--- src/rtl/esq_pkg.sv ---
package esq_pkg;
  parameter int unsigned XLEN = 32;
  typedef logic [XLEN-1:0] word_t;

  localparam word_t SR_MASK      = 32'h7000_83F3;
  localparam word_t SR_RESET     = 32'h7000_00F0;
  localparam word_t SR_EVENT_SET = 32'h7000_0000;
  localparam word_t SR_IMASK     = 32'h0000_00F0;
  localparam word_t SR_FD        = 32'h0000_8000;
  localparam int    SR_RB_BIT    = 29;
  localparam int    SR_T_BIT     = 0;
  localparam int    SR_S_BIT     = 1;
  localparam int    SR_Q_BIT     = 8;
  localparam int    SR_M_BIT     = 9;
  localparam word_t FLAG_BITS    = 32'h0000_0303;

  localparam word_t RESET_PC     = 32'hA000_0000;
  localparam word_t VEC_GENERAL  = 32'h0000_0100;
  localparam word_t VEC_TLB      = 32'h0000_0400;
  localparam word_t VEC_IRQ      = 32'h0000_0600;

  typedef enum logic [1:0] {
    KIND_GEN  = 2'd0,
    KIND_TRAP = 2'd1,
    KIND_TLB  = 2'd2,
    KIND_GEN2 = 2'd3
  } exc_kind_e;

  typedef enum logic [2:0] {
    ACT_NONE,
    ACT_RESET,
    ACT_EXC,
    ACT_IRQ,
    ACT_HALT
  } act_e;
endpackage

--- src/rtl/esq_status.sv ---
module esq_status
  import esq_pkg::*;
(
  input  logic  clk_i,
  input  logic  rst_ni,
  input  logic  wr_en_i,
  input  word_t wr_data_i,
  output word_t sr_o,
  output logic  rb_o
);
  word_t rest_q;
  logic  t_q, s_q, m_q, q_q;

  always_ff @(posedge clk_i or negedge rst_ni) begin
    if (!rst_ni) begin
      rest_q <= SR_RESET & ~FLAG_BITS;
      t_q    <= 1'b0;
      s_q    <= 1'b0;
      m_q    <= 1'b0;
      q_q    <= 1'b0;
    end else if (wr_en_i) begin
      rest_q <= wr_data_i & SR_MASK & ~FLAG_BITS;
      t_q    <= wr_data_i[SR_T_BIT];
      s_q    <= wr_data_i[SR_S_BIT];
      m_q    <= wr_data_i[SR_M_BIT];
      q_q    <= wr_data_i[SR_Q_BIT];
    end
  end

  // flags live apart from the word; merge on every read
  always_comb begin
    sr_o           = rest_q;
    sr_o[SR_T_BIT] = t_q;
    sr_o[SR_S_BIT] = s_q;
    sr_o[SR_M_BIT] = m_q;
    sr_o[SR_Q_BIT] = q_q;
  end

  assign rb_o = rest_q[SR_RB_BIT];

  AST_FLAG_MERGE: assert property (@(posedge clk_i) disable iff (!rst_ni)
    wr_en_i |=> (sr_o[SR_T_BIT] == $past(wr_data_i[SR_T_BIT])) &&
                (sr_o[SR_M_BIT] == $past(wr_data_i[SR_M_BIT])));
endmodule

--- src/rtl/esq_gpr_bank.sv ---
module esq_gpr_bank
  import esq_pkg::*;
#(
  parameter int NUM_BANKED = 8,
  localparam int IDX_W = $clog2(NUM_BANKED)
) (
  input  logic             clk_i,
  input  logic             rst_ni,
  input  logic             rb_i,
  input  logic             we_i,
  input  logic [IDX_W-1:0] widx_i,
  input  word_t            wdata_i,
  input  logic [IDX_W:0]   ridx_i,
  output word_t            rdata_o
);
  word_t bank_q [2][NUM_BANKED];

  for (genvar b = 0; b < 2; b++) begin : g_bank
    always_ff @(posedge clk_i or negedge rst_ni) begin
      if (!rst_ni) begin
        for (int i = 0; i < NUM_BANKED; i++) bank_q[b][i] <= '0;
      end else if (we_i && (rb_i == 1'(b))) begin
        bank_q[b][widx_i] <= wdata_i;
      end
    end
  end

  // bank select follows RB; upper index half reads the inactive set
  logic rsel;
  assign rsel    = ridx_i[IDX_W] ^ rb_i;
  assign rdata_o = bank_q[rsel][ridx_i[IDX_W-1:0]];
endmodule

--- src/rtl/esq_arb.sv ---
module esq_arb
  import esq_pkg::*;
(
  input  logic      reset_req_i,
  input  logic      exc_req_i,
  input  logic      irq_req_i,
  input  logic      halted_i,
  input  logic      vbr_zero_i,
  input  exc_kind_e kind_i,
  output act_e      act_o,
  output word_t     vec_off_o,
  output logic      trap_o
);
  always_comb begin
    act_o = ACT_NONE;
    if (reset_req_i)             act_o = ACT_RESET;
    else if (!halted_i) begin
      if (exc_req_i)             act_o = vbr_zero_i ? ACT_HALT : ACT_EXC;
      else if (irq_req_i)        act_o = ACT_IRQ;
    end
  end

  always_comb begin
    vec_off_o = VEC_GENERAL;
    if (act_o == ACT_IRQ)                          vec_off_o = VEC_IRQ;
    else if (act_o == ACT_EXC && kind_i == KIND_TLB) vec_off_o = VEC_TLB;
  end

  assign trap_o = (act_o == ACT_EXC) && (kind_i == KIND_TRAP);
endmodule

--- src/rtl/exc_entry_seq.sv ---
module exc_entry_seq
  import esq_pkg::*;
#(
  parameter int NUM_BANKED = 8,
  parameter int CODE_W     = 12,
  parameter int TRAP_W     = 8,
  localparam int IDX_W     = $clog2(NUM_BANKED)
) (
  input  logic              clk_i,
  input  logic              rst_ni,
  input  logic [31:0]       pc_i,
  input  logic              delay_slot_i,
  input  logic [31:0]       r15_i,
  input  logic              reset_req_i,
  input  logic [CODE_W-1:0] reset_code_i,
  input  logic              exc_req_i,
  input  logic [1:0]        exc_kind_i,
  input  logic [CODE_W-1:0] exc_code_i,
  input  logic [TRAP_W-1:0] trap_imm_i,
  input  logic              irq_req_i,
  input  logic [CODE_W-1:0] irq_code_i,
  input  logic              sr_we_i,
  input  logic [31:0]       sr_wdata_i,
  input  logic              vbr_we_i,
  input  logic [31:0]       vbr_wdata_i,
  input  logic              gpr_we_i,
  input  logic [IDX_W-1:0]  gpr_widx_i,
  input  logic [31:0]       gpr_wdata_i,
  input  logic [IDX_W:0]    gpr_ridx_i,
  output logic [31:0]       gpr_rdata_o,
  output logic [31:0]       sr_o,
  output logic [31:0]       vbr_o,
  output logic              redirect_o,
  output logic [31:0]       new_pc_o,
  output logic [31:0]       next_pc_o,
  output logic [31:0]       spc_o,
  output logic [31:0]       ssr_o,
  output logic [31:0]       sgr_o,
  output logic [CODE_W-1:0] expevt_o,
  output logic [CODE_W-1:0] intevt_o,
  output logic [TRAP_W+1:0] tra_o,
  output logic              halt_o,
  output logic              delay_clear_o
);
  act_e  act;
  word_t vec_off;
  logic  is_trap;
  logic  sr_wr_en;
  word_t sr_wr_data;
  logic  rb;

  word_t vbr_q, new_pc_q, spc_q, ssr_q, sgr_q;
  logic [CODE_W-1:0] expevt_q, intevt_q;
  logic [TRAP_W+1:0] tra_q;
  logic halt_q, redirect_q, dclr_q;

  esq_arb u_arb (
    .reset_req_i (reset_req_i),
    .exc_req_i   (exc_req_i),
    .irq_req_i   (irq_req_i),
    .halted_i    (halt_q),
    .vbr_zero_i  (vbr_q == '0),
    .kind_i      (exc_kind_e'(exc_kind_i)),
    .act_o       (act),
    .vec_off_o   (vec_off),
    .trap_o      (is_trap)
  );

  always_comb begin
    sr_wr_en   = 1'b0;
    sr_wr_data = sr_o;
    unique case (act)
      ACT_RESET: begin
        sr_wr_en   = 1'b1;
        sr_wr_data = (sr_o | SR_EVENT_SET | SR_IMASK) & ~SR_FD;
      end
      ACT_EXC, ACT_IRQ: begin
        sr_wr_en   = 1'b1;
        sr_wr_data = sr_o | SR_EVENT_SET;
      end
      ACT_NONE: begin
        sr_wr_en   = sr_we_i;
        sr_wr_data = sr_wdata_i;
      end
      default: ;
    endcase
  end

  esq_status u_status (
    .clk_i     (clk_i),
    .rst_ni    (rst_ni),
    .wr_en_i   (sr_wr_en),
    .wr_data_i (sr_wr_data),
    .sr_o      (sr_o),
    .rb_o      (rb)
  );

  esq_gpr_bank #(.NUM_BANKED(NUM_BANKED)) u_gpr (
    .clk_i   (clk_i),
    .rst_ni  (rst_ni),
    .rb_i    (rb),
    .we_i    (gpr_we_i),
    .widx_i  (gpr_widx_i),
    .wdata_i (gpr_wdata_i),
    .ridx_i  (gpr_ridx_i),
    .rdata_o (gpr_rdata_o)
  );

  always_ff @(posedge clk_i or negedge rst_ni) begin
    if (!rst_ni) begin
      vbr_q      <= '0;
      new_pc_q   <= RESET_PC;
      spc_q      <= '0;
      ssr_q      <= '0;
      sgr_q      <= '0;
      expevt_q   <= '0;
      intevt_q   <= '0;
      tra_q      <= '0;
      halt_q     <= 1'b0;
      redirect_q <= 1'b0;
      dclr_q     <= 1'b0;
    end else begin
      redirect_q <= (act == ACT_RESET) || (act == ACT_EXC) || (act == ACT_IRQ);
      dclr_q     <= (act == ACT_EXC) && delay_slot_i;
      if (vbr_we_i) vbr_q <= vbr_wdata_i;
      unique case (act)
        ACT_RESET: begin
          expevt_q <= reset_code_i;
          vbr_q    <= '0;
          new_pc_q <= RESET_PC;
          halt_q   <= 1'b0;
        end
        ACT_EXC: begin
          spc_q    <= delay_slot_i ? pc_i - 32'd2 : pc_i;
          ssr_q    <= sr_o;
          sgr_q    <= r15_i;
          expevt_q <= exc_code_i;
          new_pc_q <= vbr_q + vec_off;
          if (is_trap) tra_q <= {trap_imm_i, 2'b00};
        end
        ACT_IRQ: begin
          spc_q    <= pc_i;
          ssr_q    <= sr_o;
          sgr_q    <= r15_i;
          intevt_q <= irq_code_i;
          new_pc_q <= vbr_q + vec_off;
        end
        ACT_HALT: halt_q <= 1'b1;
        default: ;
      endcase
    end
  end

  assign vbr_o         = vbr_q;
  assign new_pc_o      = new_pc_q;
  assign next_pc_o     = new_pc_q + 32'd2;
  assign spc_o         = spc_q;
  assign ssr_o         = ssr_q;
  assign sgr_o         = sgr_q;
  assign expevt_o      = expevt_q;
  assign intevt_o      = intevt_q;
  assign tra_o         = tra_q;
  assign halt_o        = halt_q;
  assign redirect_o    = redirect_q;
  assign delay_clear_o = dclr_q;

  AST_RESET_VECTOR: assert property (@(posedge clk_i) disable iff (!rst_ni)
    $past(reset_req_i) |-> (new_pc_o == RESET_PC) && (vbr_o == '0) && !halt_o);
  AST_EVENT_BITS: assert property (@(posedge clk_i) disable iff (!rst_ni)
    redirect_o |-> (sr_o[30:28] == 3'b111));
  AST_HALT_STICKY: assert property (@(posedge clk_i) disable iff (!rst_ni)
    (halt_o && !reset_req_i) |=> halt_o);
  AST_HALT_QUIET: assert property (@(posedge clk_i) disable iff (!rst_ni)
    halt_o |-> !redirect_o);
  AST_DELAY_CLEAR: assert property (@(posedge clk_i) disable iff (!rst_ni)
    delay_clear_o |-> redirect_o && $past(delay_slot_i) && $past(exc_req_i));
endmodule

--- config.mk ---
export PLATFORM = sky130hd
export DESIGN_NAME = exc_entry_seq
export DESIGN_NICKNAME = d
export VERILOG_FILES = /design/src/rtl/esq_pkg.sv /design/src/rtl/esq_status.sv /design/src/rtl/esq_gpr_bank.sv /design/src/rtl/esq_arb.sv /design/src/rtl/exc_entry_seq.sv
export SDC_FILE = /design/constraint.sdc
export NUM_CORES = 1
export LEC_CHECK = 0
export BUFFER_PORTS_ARGS = -buffer_cell sky130_fd_sc_hd__buf_4
export CAP_MARGIN = 25
export CORE_MARGIN = 3
export CORE_UTILIZATION = 45
export DETAILED_ROUTE_END_ITERATION = 16
export HOLD_SLACK_MARGIN = 0.06
export PLACE_DENSITY = 0.68
export REMOVE_ABC_BUFFERS = 1
export SYNTH_ARGS = -nofsm -noshare
export SYNTH_HDL_FRONTEND = slang
export SYNTH_SLANG_ARGS = --single-unit
--- constraint.sdc ---
create_clock -name clk_i -period 6.5 [get_ports clk_i]
set_input_delay 0 -clock clk_i [delete_from_list [all_inputs] [get_ports clk_i]]
set_output_delay 0 -clock clk_i [all_outputs]
set_load 0.005 [all_outputs]
==> results.md, run 1 <==
- Comb power frac: 0.167
- Rel. slew slack: 0.273
- DR pass1 iterations: 5
- Crit path kind: reg2reg
- Die area: 74200 um^2
- Post-layout min period: between 4000 and 5000 ps
- DR WL/cell: 24.1 um
- Total CTS buffers: just under 80
- Reg power frac: 0.443
- Initial antenna violation count: 6
- Final TNS setup: 0 ps
- Layout cells sized above 1: 0.470
- Reg2Reg Capture Point: new_pc_o[25]
- Initial core utilization: 0.455
- Clk_lat worst skew: 620 ps
- Pre-CTS WS: 2280 ps
- DR iter-0 viols: around 1600
- Vias in the first global route: approximately 24000
- Gr usage total: 0.254
- Pwr/cell area: around 280 nW/um^2
- Clock sinks: between 600 and 700
- Cell chain of the critical path: nor4_1 -> nand4_1 -> nor2_1 -> o21ai_4 -> buf_4 -> and2_1 -> ha_1 -> o211ai_1 -> nor3_1 -> nand4_1 -> xnor2_1 -> a22o_1
- Slew @ Worst Pin: around 1100 ps
- Req. time, crit path: 7000 ps
- Seq cells post-synth: 699
- Synth Area in XOR/XNOR: 0.0222
- Worst ir drop on vdd: between 0.15 and 0.2 mV
- FMAX: 231 MHz
- Largest net degree at the start of global routing: 169
- CTS tree: done
- Hpwl dp: 55400 um
- Slew Viols, Final: 0
- Hold Path Class: in2async
- Yosys cell types: 56
- R2R Path Start: vbr_o[18]
- Sw frac: 0.248
- Via count: approximately 22000
- Hold_ws: 86.6 ps
- Multiplexer area fraction after synthesis: 0.317
- Mapped Area: between 30000 and 40000 um^2
- Final WL: 94200 um
- Simple-gate share of the synthesized area: 0.0417
- Compound-gate portion of the synthesized area: 0.0343
- Clk pwr share: 0.390
- Port Buf Inserts: 452
- Reg-to-reg slack, setup: ~2200 ps
- Synth Area in Adders: 0.00258
- CP dominant cell by count: nand4_1
- Post-CTS setup buffer count: 0
- Nets: 3127
- R2R cell count: 12
- # fillers: between 5000 and 6000
- Number of gates resized after CTS: 0
- Period Utilization, post-route: 0.667
- Crit Path Max Fanout: 57
- Most common cell after layout, fill and taps aside: dfrtp_1
- Worst path arrival time: 4840 ps
- DP Area: 36100 um^2
- Total grt overflow: 0
- Combinational family with the most area after synthesis: multiplexers
- Most frequent cells in the layout: dfrtp_1, mux2_2, buf_4
- Final Hold Fails: 0
- Leakage Power: 19.3 nW
- GPL Wtd Cong: 0.874
- Core region area: approximately 70000 um^2
- CP endpoint kind: register
- Status: finished, final reports clean
- Htree depth: 3
- Clock Tree Root: clkbuf_16
- I/O Pins: 515
- Cell Int Power: 8.96 mW
- CP Launch Type: register
- Final setup viols: 0
- Max_cap viols: 0
- CP max-delay cell: nor3_1
- Die X: about 270 um
- Switching pwr: 2.96 mW
- First-pass GRT wire length: 145000 um
- Site Rows: 97
- Synth Warn #: 0
- CTS clk-pin slew, worst paths: 60 ps
- CTS max path bufs: 3
- DRC: 0
- Syn Inst Count: about 2200
- Post-route cell area: 41900 um^2
- Die Ht: approximately 270 um
- Post-route setup slack: between 2000 and 2500 ps
- Final antenna-violating net count: 0
- Main synth FF type: dfrtp_1
- Max incr delay on CP: 850 ps
- Register area share after synthesis: 0.548
- Layout area overhead: 31.3%
- Worst Skew: 26.6 ps
- RSZ-0062 raised after global routing: no
- Synth async-reset ratio: 1.00
- Avg Inst Size Synth: 14.5 um^2
- Via density: 5.64
- Number of synthesized flops with an enable pin: 0
routing by layer:
layer | global-route usage | routed length [um] | part of all wire
met5 | 0 | 42 | 0.00045
met1 | 0.347 | 40000 | 0.42
met4 | 0.0939 | 3340 | 0.036
met3 | 0.0427 | 5370 | 0.057
met2 | 0.410 | 45500 | 0.48
timing repair:
| item | in CTS | in global routing |
|---|---|---|
| endpoints found under the hold margin | 775 | 0 |
| setup endpoints to repair | 0 | 0 |
| hold buffers | 302 | 0 |
cells by family (layout without fill, tap and decap cells):
| group | after synthesis | after routing |
|---|---|---|
| muxes | 776 | 776 |
| DFF | 699 | 699 |
| and+or+nand+nor | 265 | 265 |
| buffers and inverters | 230 | 956 |
| AOI/OAI and AO/OA | 140 | 140 |
| xor gates and xnor gates | 81 | 81 |
| adders and majority gates | 6 | 6 |
| other | 1 | 44 |
power by group through the flow:
stage,combinational [mW],sequential [mW],clock [mW]
after global placement,1.75,5.29,0
after detailed placement,1.81,5.34,0
after floorplan,1.03,5.24,0
final,1.99,5.28,4.65
after CTS,1.99,5.27,4.73
after global routing,2.14,5.34,4.94
worst max path at each step:
stage,startpoint,end,slack (ps),cells after the start
6_report,vbr_o[18],new_pc_o[25],2160,12
5_1_grt,vbr_o[12],new_pc_o[29],1920,12
4_1_cts,vbr_o[18],new_pc_o[25],2240,12
3_5_place_dp,vbr_o[18],new_pc_o[25],2280,12
3_3_place_gp,vbr_o[18],new_pc_o[26],2090,12
2_1_floorplan,u_status.rest_q[29],gpr_rdata_o[0],-6740,4
stage by stage:
step / util / cells / power (mW)
after floorplan: - / 2025 / 6.27
after global placement: 0.515 / 3452 / 7.04
after detailed placement: 0.515 / 3455 / 7.14
after CTS: 0.597 / 3903 / 12.0
after global routing: 0.598 / 3907 / 12.4
final: 0.598 / 3907 / 11.9
layout make-up:
class	instances	area [um^2]	share of cell area
flip-flops and latches	699	17500	0.417
multi-input cells	1310	13600	0.325
repair buffers	794	6790	0.162
clock buffers	119	2390	0.0570
well taps	940	1180	0.0280
clock inverters	27	372	0.00886
inverters	16	60.1	0.00143
diodes	2	5.00	0.000119
registers in the layout (all words and copies together) (netlist names), 8 cells and up:
name	count
expevt_o	12
intevt_o	12
new_pc_o	32
sgr_o	32
spc_o	32
ssr_o	12
tra_o	8
u_gpr.bank_q	512
u_status.rest_q	8
vbr_o	32
Yosys cell counts (13+ instances only):
library cell / count / share of area
dfrtp_1: 690 / 0.54
buf_1: 22 / 0.0026
mux4_2: 128 / 0.090
nor2_1: 72 / 0.0085
inv_1: 16 / 0.0019
nor4_1: 30 / 0.0059
nand3_1: 23 / 0.0036
a22oi_1: 64 / 0.015
clkbuf_1: 119 / 0.014
nand4_1: 18 / 0.0035
mux2_2: 608 / 0.21
xnor2_1: 35 / 0.0096
buf_4: 49 / 0.012
a22o_1: 35 / 0.0096
a21o_1: 13 / 0.0031
xor2_1: 46 / 0.013
nand2_1: 63 / 0.0074
mux2i_1: 37 / 0.012
buf_2: 23 / 0.0036
critical path: cells and delay by family, from the launching register on:
family	cells	cell delay, ps
simple gates	6	2470
fa+ha+maj	1	330
buf+inv	1	370
compound gates	3	410
flops	1	480
xor+xnor	1	170
Power figures use the tool's default switching activity.
==> run 2, diff against run 1 <==
--- a/config.mk
+++ b/config.mk
@@ -5,6 +5,7 @@
 export SDC_FILE = /design/constraint.sdc
 export NUM_CORES = 1
 export LEC_CHECK = 0
+export ABC_AREA = 1
 export BUFFER_PORTS_ARGS = -buffer_cell sky130_fd_sc_hd__buf_4
 export CAP_MARGIN = 25
 export CORE_MARGIN = 3
==> constraint.sdc (replaced) <==
create_clock -name clk_i -period 4.3 [get_ports clk_i]
set_input_delay 0 -clock clk_i [delete_from_list [all_inputs] [get_ports clk_i]]
set_output_delay 0 -clock clk_i [all_outputs]
set_load 0.005 [all_outputs]
==> run 2 against run 1 <==
  * Clock skew decreased by 6.0 ps
  * Fmax is 8.0% higher
  * Global-route usage increased by 4.4 points
  * Sequential power increased by 54%
  * Total power grew 50%
  * Design area shrank 0.11%
  * Clock-buffer cell count fell by 8
  * Final cell count rose by 41%
  * Core utilization shrank 0.38 points
==> results.md, run 2 <==
- DP Area: 36200 um^2 (+0.11%)
- Clock sinks: 699 (unchanged)
- Worst ir drop on vdd: 0.275 mV (+50%)
- R2R Path Start: halt_o
- DR iter-0 viols: 3340 (+110%)
- Most instantiated cells after synthesis: nand2_1, dfrtp_1, o21ai_0
- GPL Wtd Cong: 0.962 (+10%)
- Post-route cell area: 41900 um^2 (-0.11%)
- Placed cell count: 5026 (+45%)
- Mapped Area: 32200 um^2 (+0.89%)
- Top sig layer: met5
- FMAX: 249 MHz (+8.0%)
- Comb power frac: 0.171 (+0.004)
- CP endpoint kind: register
- Final TNS setup: 0 ps (unchanged)
- Reg-to-reg slack, setup: 280 ps (-1880 ps)
- Final setup viols: 0 (unchanged)
- Most common cell after layout, fill and taps aside: nand2_1
- Worst setup path endpoint: u_status.rest_q[15]
- Leakage Power: 19.2 nW (-0.31%)
- Via count: 30700 (+39%)
- CTS clk-pin slew, worst paths: 70 ps (about the same)
- Die area: 74900 um^2 (+0.87%)
- Main synth FF type: dfrtp_1
- Largest net degree at the start of global routing: 262 (+55%)
- Worst path arrival time: 4580 ps (-260 ps)
- DR WL/cell: 20.5 um (-15%)
- Hpwl dp: 67300 um (+21%)
- CTS max path bufs: 3 (unchanged)
- RSZ-0062 raised after global routing: no
- Synth async-reset ratio: 1.00 (unchanged)
- Slew @ Worst Pin: 1300 ps (+218 ps)
- Number of synthesized flops with an enable pin: 0 (unchanged)
- # fillers: 6056 (+12%)
- Most frequent cells in the layout: nand2_1, dfrtp_1, o21ai_0
- Final WL: 112000 um (+19%)
- Register area share after synthesis: 0.543 (-0.00485)
- Worst setup path start: halt_o
- Met3 WL: 9260 um (+72%)
- Met2 routed WL: 50500 um (+11%)
- Period Utilization, post-route: 0.934 (+0.267)
- Core region area: 70500 um^2 (+0.52%)
- Crit path kind: reg2reg
- Seq cells post-synth: 699 (unchanged)
- Ranking of synthesized cells by area: dfrtp_1, o21ai_0, nand2_1, nor2_1, nand3_1
- Switching pwr: 5.07 mW (+71%)
- Slew Viols, Final: 0 (unchanged)
- Worst Skew: 20.5 ps (-6.02 ps)
- Post-layout min period: 4020 ps (-320 ps)
- Port Buf Inserts: 452 (unchanged)
- Max reg flops: 512 (unchanged)
- Cell Int Power: 12.8 mW (+43%)
- Via density: 5.59 (-0.95%)
- R2R cell count: 12 (unchanged)
- Most numerous cell in the Yosys netlist: nand2_1
- Synth Warn #: 0 (unchanged)
- Die Ht: 274 um (+0.43%)
- Layout area overhead: 30.0%
- Pwr/cell area: 427 nW/um^2 (+50%)
- Non-Filler Instances: 5490 (+41%)
- Vias in the first global route: 29700 (+24%)
- Clk pwr share: 0.376 (-0.014)
- Htree depth: 3 (unchanged)
- Top-area cell type share of the netlist area: 0.536 (-0.00478)
- Total grt overflow: 0 (unchanged)
- Req. time, crit path: 4860 ps (-2140 ps)
- Die X: 274 um (+0.43%)
- Yosys cell types: 42 (-25%)
- Reg power frac: 0.453 (+0.010)
- CP Launch Type: register
- DR pass1 iterations: 6 (+1)
- Status: finished, final reports clean
- Syn Inst Count: 3863 (+76%)
- Max_cap viols: 0 (unchanged)
- Sw frac: 0.283 (+0.0348)
- Largest area contributor in the netlist: dfrtp_1
- Metal-1 WL: 47900 um (+20%)
- Final antenna-violating net count: 0 (unchanged)
- Largest Register: u_gpr.bank_q
- Final Hold Fails: 0 (unchanged)
- CTS tree: done
- Initial antenna violation count: 26 (+20)
- Clk_lat worst skew: 630 ps (about the same)
- Crit Path Max Fanout: 27 (-53%)
- Rel. slew slack: 0.133 (-0.140)
- Reg2Reg Capture Point: u_status.rest_q[15]
- Initial core utilization: 0.457 (+0.00169)
- Hold Path Class: in2reg
- Total CTS buffers: 76 (-2.6%)
- I/O Pins: 515 (unchanged)
- DRC: 0 (unchanged)
- Avg Inst Size Synth: 8.34 um^2 (-43%)
- Nets: 4706 (+50%)
- Gr usage total: 0.298 (+0.0438)
- Clock Tree Root: clkbuf_16
- Site Rows: 97 (unchanged)
- Layout cells sized above 1: 0.151 (-0.319)
- First-pass GRT wire length: 174000 um (+20%)
==> run 2: final cells by class <==
class / instances / area [um^2] / share of cell area
tap: 940 / 1180 / 0.0281
clock buffer: 111 / 2260 / 0.0538
multi-input combinational: 2686 / 12800 / 0.305
sequential: 699 / 17500 / 0.418
inverter: 195 / 742 / 0.0177
antenna: 17 / 42.5 / 0.00102
clock inverter: 22 / 293 / 0.00699
timing repair buffer: 820 / 7110 / 0.170
==> run 2: worst max-delay path: stages (launching register included) <==
cell and delay, ps:
dfrtp_1 390, nand2_1 120, o21ai_4 340, inv_2 250, nor2_1 250, nand2_1 450
inv_2 420, nor2_1 120, inv_2 160, nand3_1 130, dlygate4sd3_1 620, o21ai_0 80
dlygate4sd3_1 590
==> run 2: repair_timing <==
item	4_1_cts	5_1_grt
resized for setup	0	0
setup buffers	0	0
hold endpoints to repair	829	0
hold buffers	314	0
setup endpoints to repair	0	0
==> run 2: layer usage <==
| layer | track usage | up-vias |
|---|---|---|
| li1 | - | 14100 |
| met4 | 0.113 | 20 |
| met5 | 0 | - |
| met3 | 0.0611 | 326 |
| met2 | 0.459 | 1426 |
| met1 | 0.414 | 14900 |
==> run 2: worst min-delay path by stage <==
stage | end | slack, ps | cells after the start | start
global route | u_gpr.bank_q[407] | 90 | 4 | gpr_we_i
floorplan | delay_clear_o | -300 | 0 | rst_ni
detailed placement | intevt_o[7] | 120 | 1 | rst_ni
CTS | u_gpr.bank_q[391] | 70 | 5 | gpr_we_i
global placement | intevt_o[0] | 110 | 1 | rst_ni
finish | u_gpr.bank_q[407] | 80 | 4 | gpr_we_i
==> run 2: cells by family after synthesis <==
group,synth area share
fa+ha+maj,0.00256
compound gates,0.178
simple gates,0.194
other cells,0.000116
xor+xnor,0.0141
buf+inv,0.0680
flops,0.543
==> run 2: power by group through the flow <==
stage	clock network (mW)	registers [mW]	logic (mW)
floorplan	0	8.09	1.44
CTS	6.84	8.10	3.02
global placement	0	8.17	2.69
detailed placement	0	8.19	2.75
global route	7.10	8.22	3.42
finish	6.73	8.12	3.05
==> run 2: metrics by stage <==
| stage | utilization | setup WS, ps | power [mW] | hold WS [ps] |
|---|---|---|---|---|
| 3_5_place_dp | 0.513 | 860 | 10.9 | 119 |
| 4_1_cts | 0.594 | 586 | 18.0 | 67.7 |
| 6_report | 0.594 | 285 | 17.9 | 78.6 |
| 3_3_place_gp | 0.513 | 909 | 10.9 | 106 |
| 2_1_floorplan | - | -1240 | 9.54 | -296 |
| 5_1_grt | 0.594 | 145 | 18.7 | 87.6 |
